`config.mk`:
```
export PLATFORM = sky130hd
export DESIGN_NAME = adcsp_engine
export DESIGN_NICKNAME = d
export VERILOG_FILES = /design/src/rtl/adcsp_pkg.sv /design/src/rtl/adcsp_tick.sv /design/src/rtl/adcsp_shift.sv /design/src/rtl/adcsp_engine.sv
export SDC_FILE = /design/constraint.sdc
export NUM_CORES = 1
export LEC_CHECK = 0
export ABC_CLOCK_PERIOD_IN_PS = 2470
export BUFFER_PORTS_ARGS = -buffer_cell sky130_fd_sc_hd__buf_2
export CAP_MARGIN = 20
export CELL_PAD_IN_SITES_DETAIL_PLACEMENT = 0
export CELL_PAD_IN_SITES_GLOBAL_PLACEMENT = 1
export CORE_MARGIN = 5
export CORE_UTILIZATION = 46
export DETAILED_ROUTE_END_ITERATION = 7
export HOLD_SLACK_MARGIN = 0.1
export PLACE_DENSITY_LB_ADDON = 0.1
export RECOVER_POWER = 50
export SLEW_MARGIN = 20
export SYNTH_ARGS = -nofsm -noshare
export SYNTH_HDL_FRONTEND = slang
export SYNTH_HIERARCHICAL = 1
export SYNTH_SLANG_ARGS = --single-unit
```
`constraint.sdc`:
```
create_clock -name clk -period 2.47 [get_ports clk]
set_input_delay 0 -clock clk [delete_from_list [all_inputs] [get_ports clk]]
set_output_delay 0 -clock clk [all_outputs]
set_load 0.005 [all_outputs]
```
`src/rtl/adcsp_pkg.sv`:
```
package adcsp_pkg;
  localparam logic [1:0] OP_WRITE = 2'b00;
  localparam logic [1:0] OP_READ  = 2'b01;
  localparam int FRAME_BITS = 32;
  localparam int DATA_BITS  = 24;
  localparam int CMD_BITS   = 8;

  typedef enum logic [1:0] {
    S_BOOT = 2'd0,
    S_IDLE = 2'd1,
    S_BITS = 2'd2,
    S_TAIL = 2'd3
  } eng_state_t;
endpackage

```
`src/rtl/adcsp_tick.sv`:
```
module adcsp_tick #(
  parameter int HALF = 2
) (
  input  logic clk,
  input  logic rst_n,
  input  logic en,
  output logic tick
);
  generate
    if (HALF <= 1) begin : g_direct
      assign tick = en;
    end else begin : g_count
      localparam int CW = $clog2(HALF);
      logic [CW-1:0] cnt;
      always_ff @(posedge clk or negedge rst_n) begin
        if (!rst_n) cnt <= '0;
        else if (!en) cnt <= '0;
        else if (cnt == CW'(HALF - 1)) cnt <= '0;
        else cnt <= cnt + 1'b1;
      end
      assign tick = en && (cnt == CW'(HALF - 1));

      // half periods span several clocks, so ticks never come back to back
      a_r6_tick_spacing: assert property (@(posedge clk) disable iff (!rst_n)
        tick |=> !tick);
    end
  endgenerate
endmodule

```
`src/rtl/adcsp_shift.sv`:
```
module adcsp_shift #(
  parameter int WORD = 32,
  parameter int RXW  = 24,
  parameter int BW   = 8
) (
  input  logic            clk,
  input  logic            rst_n,
  input  logic            load,
  input  logic [WORD-1:0] load_word,
  input  logic [BW-1:0]   load_bits,
  input  logic            sync_mode,
  input  logic            run,
  input  logic            tick,
  input  logic            ser_in,
  output logic            sclk,
  output logic            ser_out,
  output logic            last,
  output logic [RXW-1:0]  rx
);
  logic [WORD-1:0] sr;
  logic [BW-1:0]   bits_left;
  logic            high_ph;

  always_ff @(posedge clk or negedge rst_n) begin
    if (!rst_n) begin
      sr        <= '0;
      bits_left <= '0;
      high_ph   <= 1'b0;
      sclk      <= 1'b0;
      rx        <= '0;
    end else if (load) begin
      sr        <= load_word;
      bits_left <= load_bits;
      high_ph   <= 1'b0;
      sclk      <= 1'b0;
    end else if (run && tick) begin
      if (!high_ph) begin
        sclk    <= 1'b1;
        high_ph <= 1'b1;
        rx      <= {rx[RXW-2:0], ser_in};
      end else begin
        sclk      <= 1'b0;
        high_ph   <= 1'b0;
        sr        <= {sr[WORD-2:0], 1'b0};
        bits_left <= bits_left - 1'b1;
      end
    end
  end

  assign last    = run && tick && high_ph && (bits_left == BW'(1));
  assign ser_out = sync_mode ? (bits_left != BW'(1)) : sr[WORD-1];

  // outgoing bit held steady through the high half of every clock
  a_r7_hold_high: assert property (@(posedge clk) disable iff (!rst_n)
    (sclk && $past(sclk)) |-> $stable(ser_out));
  // a rising serial clock edge only happens while shifting
  a_r6_rise_in_run: assert property (@(posedge clk) disable iff (!rst_n)
    $rose(sclk) |-> $past(run));
endmodule

```
`src/rtl/adcsp_engine.sv`:
```
module adcsp_engine #(
  parameter int CLK_HZ       = 8_000_000,
  parameter int SCLK_MAX_HZ  = 2_000_000,
  parameter int STARTUP_BITS = 2048,
  parameter int SYNC_ONES    = 128
) (
  input  logic        clk,
  input  logic        rst_n,
  input  logic        three_wire,
  input  logic        req_valid,
  output logic        req_ready,
  input  logic [1:0]  req_op,
  input  logic [7:0]  req_cmd,
  input  logic [23:0] req_wdata,
  output logic        busy,
  output logic        rd_valid,
  output logic [23:0] rd_data,
  output logic        adc_cs_n,
  output logic        adc_sclk,
  output logic        adc_din,
  input  logic        adc_dout
);
  import adcsp_pkg::*;

  localparam int HALF       = (CLK_HZ + 2 * SCLK_MAX_HZ - 1) / (2 * SCLK_MAX_HZ);
  localparam int MAXBITS    = (SYNC_ONES + 1 > FRAME_BITS) ? SYNC_ONES + 1 : FRAME_BITS;
  localparam int BW         = $clog2(MAXBITS + 1);
  localparam int BOOT_TICKS = 2 * STARTUP_BITS;
  localparam int BOOTW      = $clog2(BOOT_TICKS + 1);

  eng_state_t             state;
  logic [BOOTW-1:0]       boot_cnt;
  logic                   txn_rd, txn_sync;
  logic                   tick, last, ser_bit, accept;
  logic [FRAME_BITS-1:0]  load_word;
  logic [BW-1:0]          load_bits;
  logic [DATA_BITS-1:0]   rx;

  assign req_ready = (state == S_IDLE);
  assign busy      = !req_ready;
  assign accept    = req_valid && req_ready;
  assign load_word = {req_cmd, (req_op == OP_READ) ? {DATA_BITS{1'b0}} : req_wdata};
  assign load_bits = req_op[1] ? BW'(SYNC_ONES + 1) : BW'(FRAME_BITS);

  adcsp_tick #(.HALF(HALF)) u_tick (
    .clk (clk), .rst_n (rst_n), .en (state != S_IDLE), .tick (tick)
  );

  adcsp_shift #(.WORD(FRAME_BITS), .RXW(DATA_BITS), .BW(BW)) u_shift (
    .clk (clk), .rst_n (rst_n), .load (accept), .load_word (load_word),
    .load_bits (load_bits), .sync_mode (txn_sync), .run (state == S_BITS),
    .tick (tick), .ser_in (adc_dout), .sclk (adc_sclk), .ser_out (ser_bit),
    .last (last), .rx (rx)
  );

  always_ff @(posedge clk or negedge rst_n) begin
    if (!rst_n) begin
      state    <= S_BOOT;
      boot_cnt <= '0;
      txn_rd   <= 1'b0;
      txn_sync <= 1'b0;
      rd_valid <= 1'b0;
      rd_data  <= '0;
    end else begin
      rd_valid <= 1'b0;
      case (state)
        S_BOOT: if (tick) begin
          if (boot_cnt == BOOTW'(BOOT_TICKS - 1)) state <= S_IDLE;
          else boot_cnt <= boot_cnt + 1'b1;
        end
        S_IDLE: if (accept) begin
          state    <= S_BITS;
          txn_rd   <= (req_op == OP_READ);
          txn_sync <= req_op[1];
        end
        S_BITS: if (last) state <= S_TAIL;
        S_TAIL: if (tick) begin
          state <= S_IDLE;
          if (txn_rd) begin
            rd_valid <= 1'b1;
            rd_data  <= rx;
          end
        end
        default: state <= S_IDLE;
      endcase
    end
  end

  assign adc_cs_n = three_wire ? 1'b0 : (state == S_BOOT || state == S_IDLE);
  assign adc_din  = (state == S_BITS) ? ser_bit : 1'b0;

  // clock rises only inside the select window in four-wire mode
  a_r8_rise_in_window: assert property (@(posedge clk) disable iff (!rst_n)
    ($rose(adc_sclk) && !three_wire) |-> !adc_cs_n);
  // read completion is a single-cycle pulse
  a_r4_pulse_once: assert property (@(posedge clk) disable iff (!rst_n)
    rd_valid |=> !rd_valid);
  // read word moves only together with its pulse
  a_r10_hold_word: assert property (@(posedge clk) disable iff (!rst_n)
    !rd_valid |-> $stable(rd_data));
  // ready only drops because a request was presented
  a_r2_drop_on_req: assert property (@(posedge clk) disable iff (!rst_n)
    $fell(req_ready) |-> $past(req_valid));
  // clock idles low between transactions
  a_r6_idle_low: assert property (@(posedge clk) disable iff (!rst_n)
    (state == S_IDLE) |-> !adc_sclk);
endmodule

```
==> impl_metrics.env <==
export IMPL_dp_cells=631
export IMPL_r2r_start="state[1]"
export IMPL_syn_to_final_growth_pct=21.6
export IMPL_max_freq_mhz=454
export IMPL_floorplan_rows=38
export IMPL_post_drt_wl_per_cell_um=13.9
export IMPL_nFillCells=947
export IMPL_hold_slack_ps=218
export IMPL_irDropWorstVdd_v=0.000420
export IMPL_power_mw=5.18
export IMPL_fin_cells=683
export IMPL_worst_slack_ps=269
export IMPL_core_area_um2=10800
export IMPL_seq_area_frac_synth_pct=53.4
export IMPL_drt_pass1_iter_count=4
export IMPL_post_cts_buffers=0
export IMPL_powerDensity_nw_per_um2=842
export IMPL_critPathLaunchType="register"
export IMPL_fin_worst_skew_ps=14.0
export IMPL_syn_area_per_cell_um2=11.7
export IMPL_finalSetupViolCount=0
export IMPL_rrSetupSlack_ps=270
export IMPL_p_int_mw=3.47
export IMPL_initial_core_util_pct=46.9
export IMPL_rsz0062_at_grt="no"
export IMPL_clock_sinks=108
export IMPL_tns_ps=0
export IMPL_clockPowerShare_pct=22.2
export IMPL_synth_cells=433
export IMPL_synth_edf_count=0
export IMPL_post_place_ws_ps=211
export IMPL_hold_depth=3
export IMPL_cts_root_buf="clkbuf_8"
export IMPL_dieArea_um2=13200
export IMPL_hp_class="in2out"
export IMPL_drtIter0Drc=152
export IMPL_htree_levels=3
export IMPL_pwr_share_seq_pct=49.3
export IMPL_antenna_found_initial=0
export IMPL_worstPathArrival_ps=2460
export IMPL_final_cell_mix="dfrtp_1 (108), buf_2 (52), mux2_2 (49)"
export IMPL_grt_start_max_net_pins=60
export IMPL_power_switching_mw=1.71
export IMPL_vias_per_cell=5.01
export IMPL_synth_cell_types=55
export IMPL_leakage_nw=2.80
export IMPL_vias=3425
export IMPL_dp_hpwl_mm=6.38
export IMPL_p_sw_share_pct=33.1
export IMPL_fin_crit_sh_pct=89.1
export IMPL_r2r_cells=10
export IMPL_worstSetupPathType="reg2reg"
export IMPL_finalWirelength_mm=9.48
export IMPL_grt_ovfl_total=0
export IMPL_ant_nets=0
export IMPL_cts_path_max_buffers=2
export IMPL_diodes=0
export IMPL_io_buffers=68
export IMPL_drive_above_1_share_pct=27.8
export IMPL_period_needed_ps=2200
export IMPL_num_nets_final=585
export IMPL_status="finished, final reports clean"
export IMPL_critPathMaxFanout=9
export IMPL_end_kind="register"
export IMPL_grt_pass1_vias=3412
export IMPL_min_from="three_wire"
export IMPL_async_reset_ff_share_pct=100
export IMPL_layout_commonest_cell="dfrtp_1"
export IMPL_cts_buffers=9
export IMPL_die_w_um=115
export IMPL_r2r_end="state[1]"
export IMPL_ios=69
export IMPL_slew_headroom_pct=9.16
export IMPL_ys_warn_count=6
export IMPL_grt_first_pass_wirelength_mm=16.2
export IMPL_combPwrFrac_pct=28.5
export IMPL_cts_tree="done"
export IMPL_gp_congestion=0.756
export IMPL_path_clk_slew_ps=100
export IMPL_min_to="adc_cs_n"
export IMPL_cp_required_ps=2730
export IMPL_netlist_area_um2=5060
export IMPL_finalHoldViolations=0
export IMPL_clk_latency_ps=370
export IMPL_slew_violations=0
export IMPL_gr_usage_all_layers_pct=15.2
export IMPL_cap_viol_max_count=0
export IMPL_synthFlopType="dfrtp_1"
export IMPL_ys_ff_latch=108
export IMPL_dieHeight_um=115
export IMPL_tightestPinTransition_ps=1360
export IMPL_drc=0
critical path: stages (launching register included):
cell      delay (ps)
dfrtp_1          420
inv_1            100
ha_1             230
inv_1            140
and2_4           220
and3_2           230
and2_1           120
nand2b_1         100
o221a_2          240
mux2i_1          210
nand3_1           90
power groups by stage:
| stage | Combinational [mW] | Clock (mW) | Sequential [mW] |
|---|---|---|---|
| floorplan | 1.08 | 0 | 2.50 |
| global placement | 1.43 | 0 | 2.58 |
| detailed placement | 1.47 | 0 | 2.59 |
| CTS | 1.51 | 1.19 | 2.56 |
| global route | 1.72 | 1.25 | 2.63 |
| finish | 1.48 | 1.15 | 2.55 |
worst max path at each step:
stage,from,slack [ps],to
floorplan,state[1],150,state[1]
global placement,u_shift/bits_left[2],280,state[1]
CTS,u_shift/bits_left[2],190,state[1]
global route,state[1],50,state[1]
detailed placement,u_shift/bits_left[2],210,state[1]
finish,state[1],270,state[1]
state kept, by name, indices dropped and copies added, names as in the netlist:
register,flops
rd_valid,1
rd_data,24
boot_cnt,13
u_shift/rx,24
u_shift/high_ph,1
state,2
u_shift/bits_left,8
txn_rd,1
txn_sync,1
u_tick/g_count.cnt,1
u_shift/sr,32
cells in the mapped netlist (2+ instances only):
| master | n | area, um^2 |
|---|---|---|
| a21o_1 | 2 | 15.0 |
| nand3_1 | 7 | 35.0 |
| xor2_1 | 9 | 78.8 |
| a211oi_2 | 3 | 37.5 |
| and2_1 | 27 | 169 |
| buf_4 | 3 | 22.5 |
| nor2_1 | 12 | 45.0 |
| nand4_1 | 2 | 12.5 |
| a21oi_1 | 4 | 20.0 |
| buf_2 | 7 | 35.0 |
| a31oi_1 | 4 | 25.0 |
| inv_1 | 12 | 45.0 |
| or4_1 | 2 | 15.0 |
| mux2_2 | 49 | 552 |
| o41ai_1 | 2 | 17.5 |
| nand2_1 | 48 | 180 |
| a2111oi_2 | 2 | 30.0 |
| ha_1 | 8 | 100 |
| nand3_2 | 3 | 30.0 |
| nor2b_1 | 3 | 18.8 |
| o21ai_0 | 38 | 190 |
| dfrtp_1 | 108 | 2700 |
| xnor2_1 | 3 | 26.3 |
| o31ai_1 | 2 | 15.0 |
| mux2i_1 | 33 | 330 |
| clkbuf_1 | 11 | 41.3 |
per-layer routing:
| layer | vias to the layer above | share of wire, % | wire, um | GRT usage [%] |
|---|---|---|---|---|
| met5 | - | 0 | 0 | 0 |
| met4 | 0 | 1.5 | 147 | 5.87 |
| met2 | 68 | 46 | 4400 | 23.5 |
| met1 | 1629 | 48 | 4550 | 21.5 |
| met3 | 12 | 4.0 | 382 | 2.58 |
| li1 | 1716 | - | - | - |
logic make-up (layout without fill, tap and decap cells):
kind of cell               after synthesis  in the layout  synth area share, %
AOI/OAI and AO/OA                       63             63                 8.09
xor gates and xnor gates                12             12                 2.08
adders and majority gates                8              8                 1.98
buffers and inverters                   34            140                 3.07
DFF                                    108            108                 53.4
muxes                                   83             83                 17.7
other                                    1              5               0.0741
and+or+nand+nor                        124            124                 13.5
per-stage QoR:
stage / utilization (%) / cell area (um^2)
2_1_floorplan: - / 5070
3_3_place_gp: 51.9 / 5600
3_5_place_dp: 51.9 / 5600
4_1_cts: 57.2 / 6180
5_1_grt: 57.0 / 6150
6_report: 57.0 / 6150
cell type report:
type	instances	area, um^2	share of cell area [%]
Clock buffer	10	138	2.24
Clock inverter	6	80.1	1.30
Inverter	12	45.0	0.732
Multi-Input combinational cell	295	2230	36.3
Sequential cell	108	2700	43.9
Tap cell	140	175	2.85
Timing Repair Buffer	112	779	12.7
timing repair:
item	CTS	global route
hold buffers	36	0
resized for setup	0	2
hold endpoints to repair	92	0
setup endpoints to repair	0	1
(Power assumes the default switching activity.)
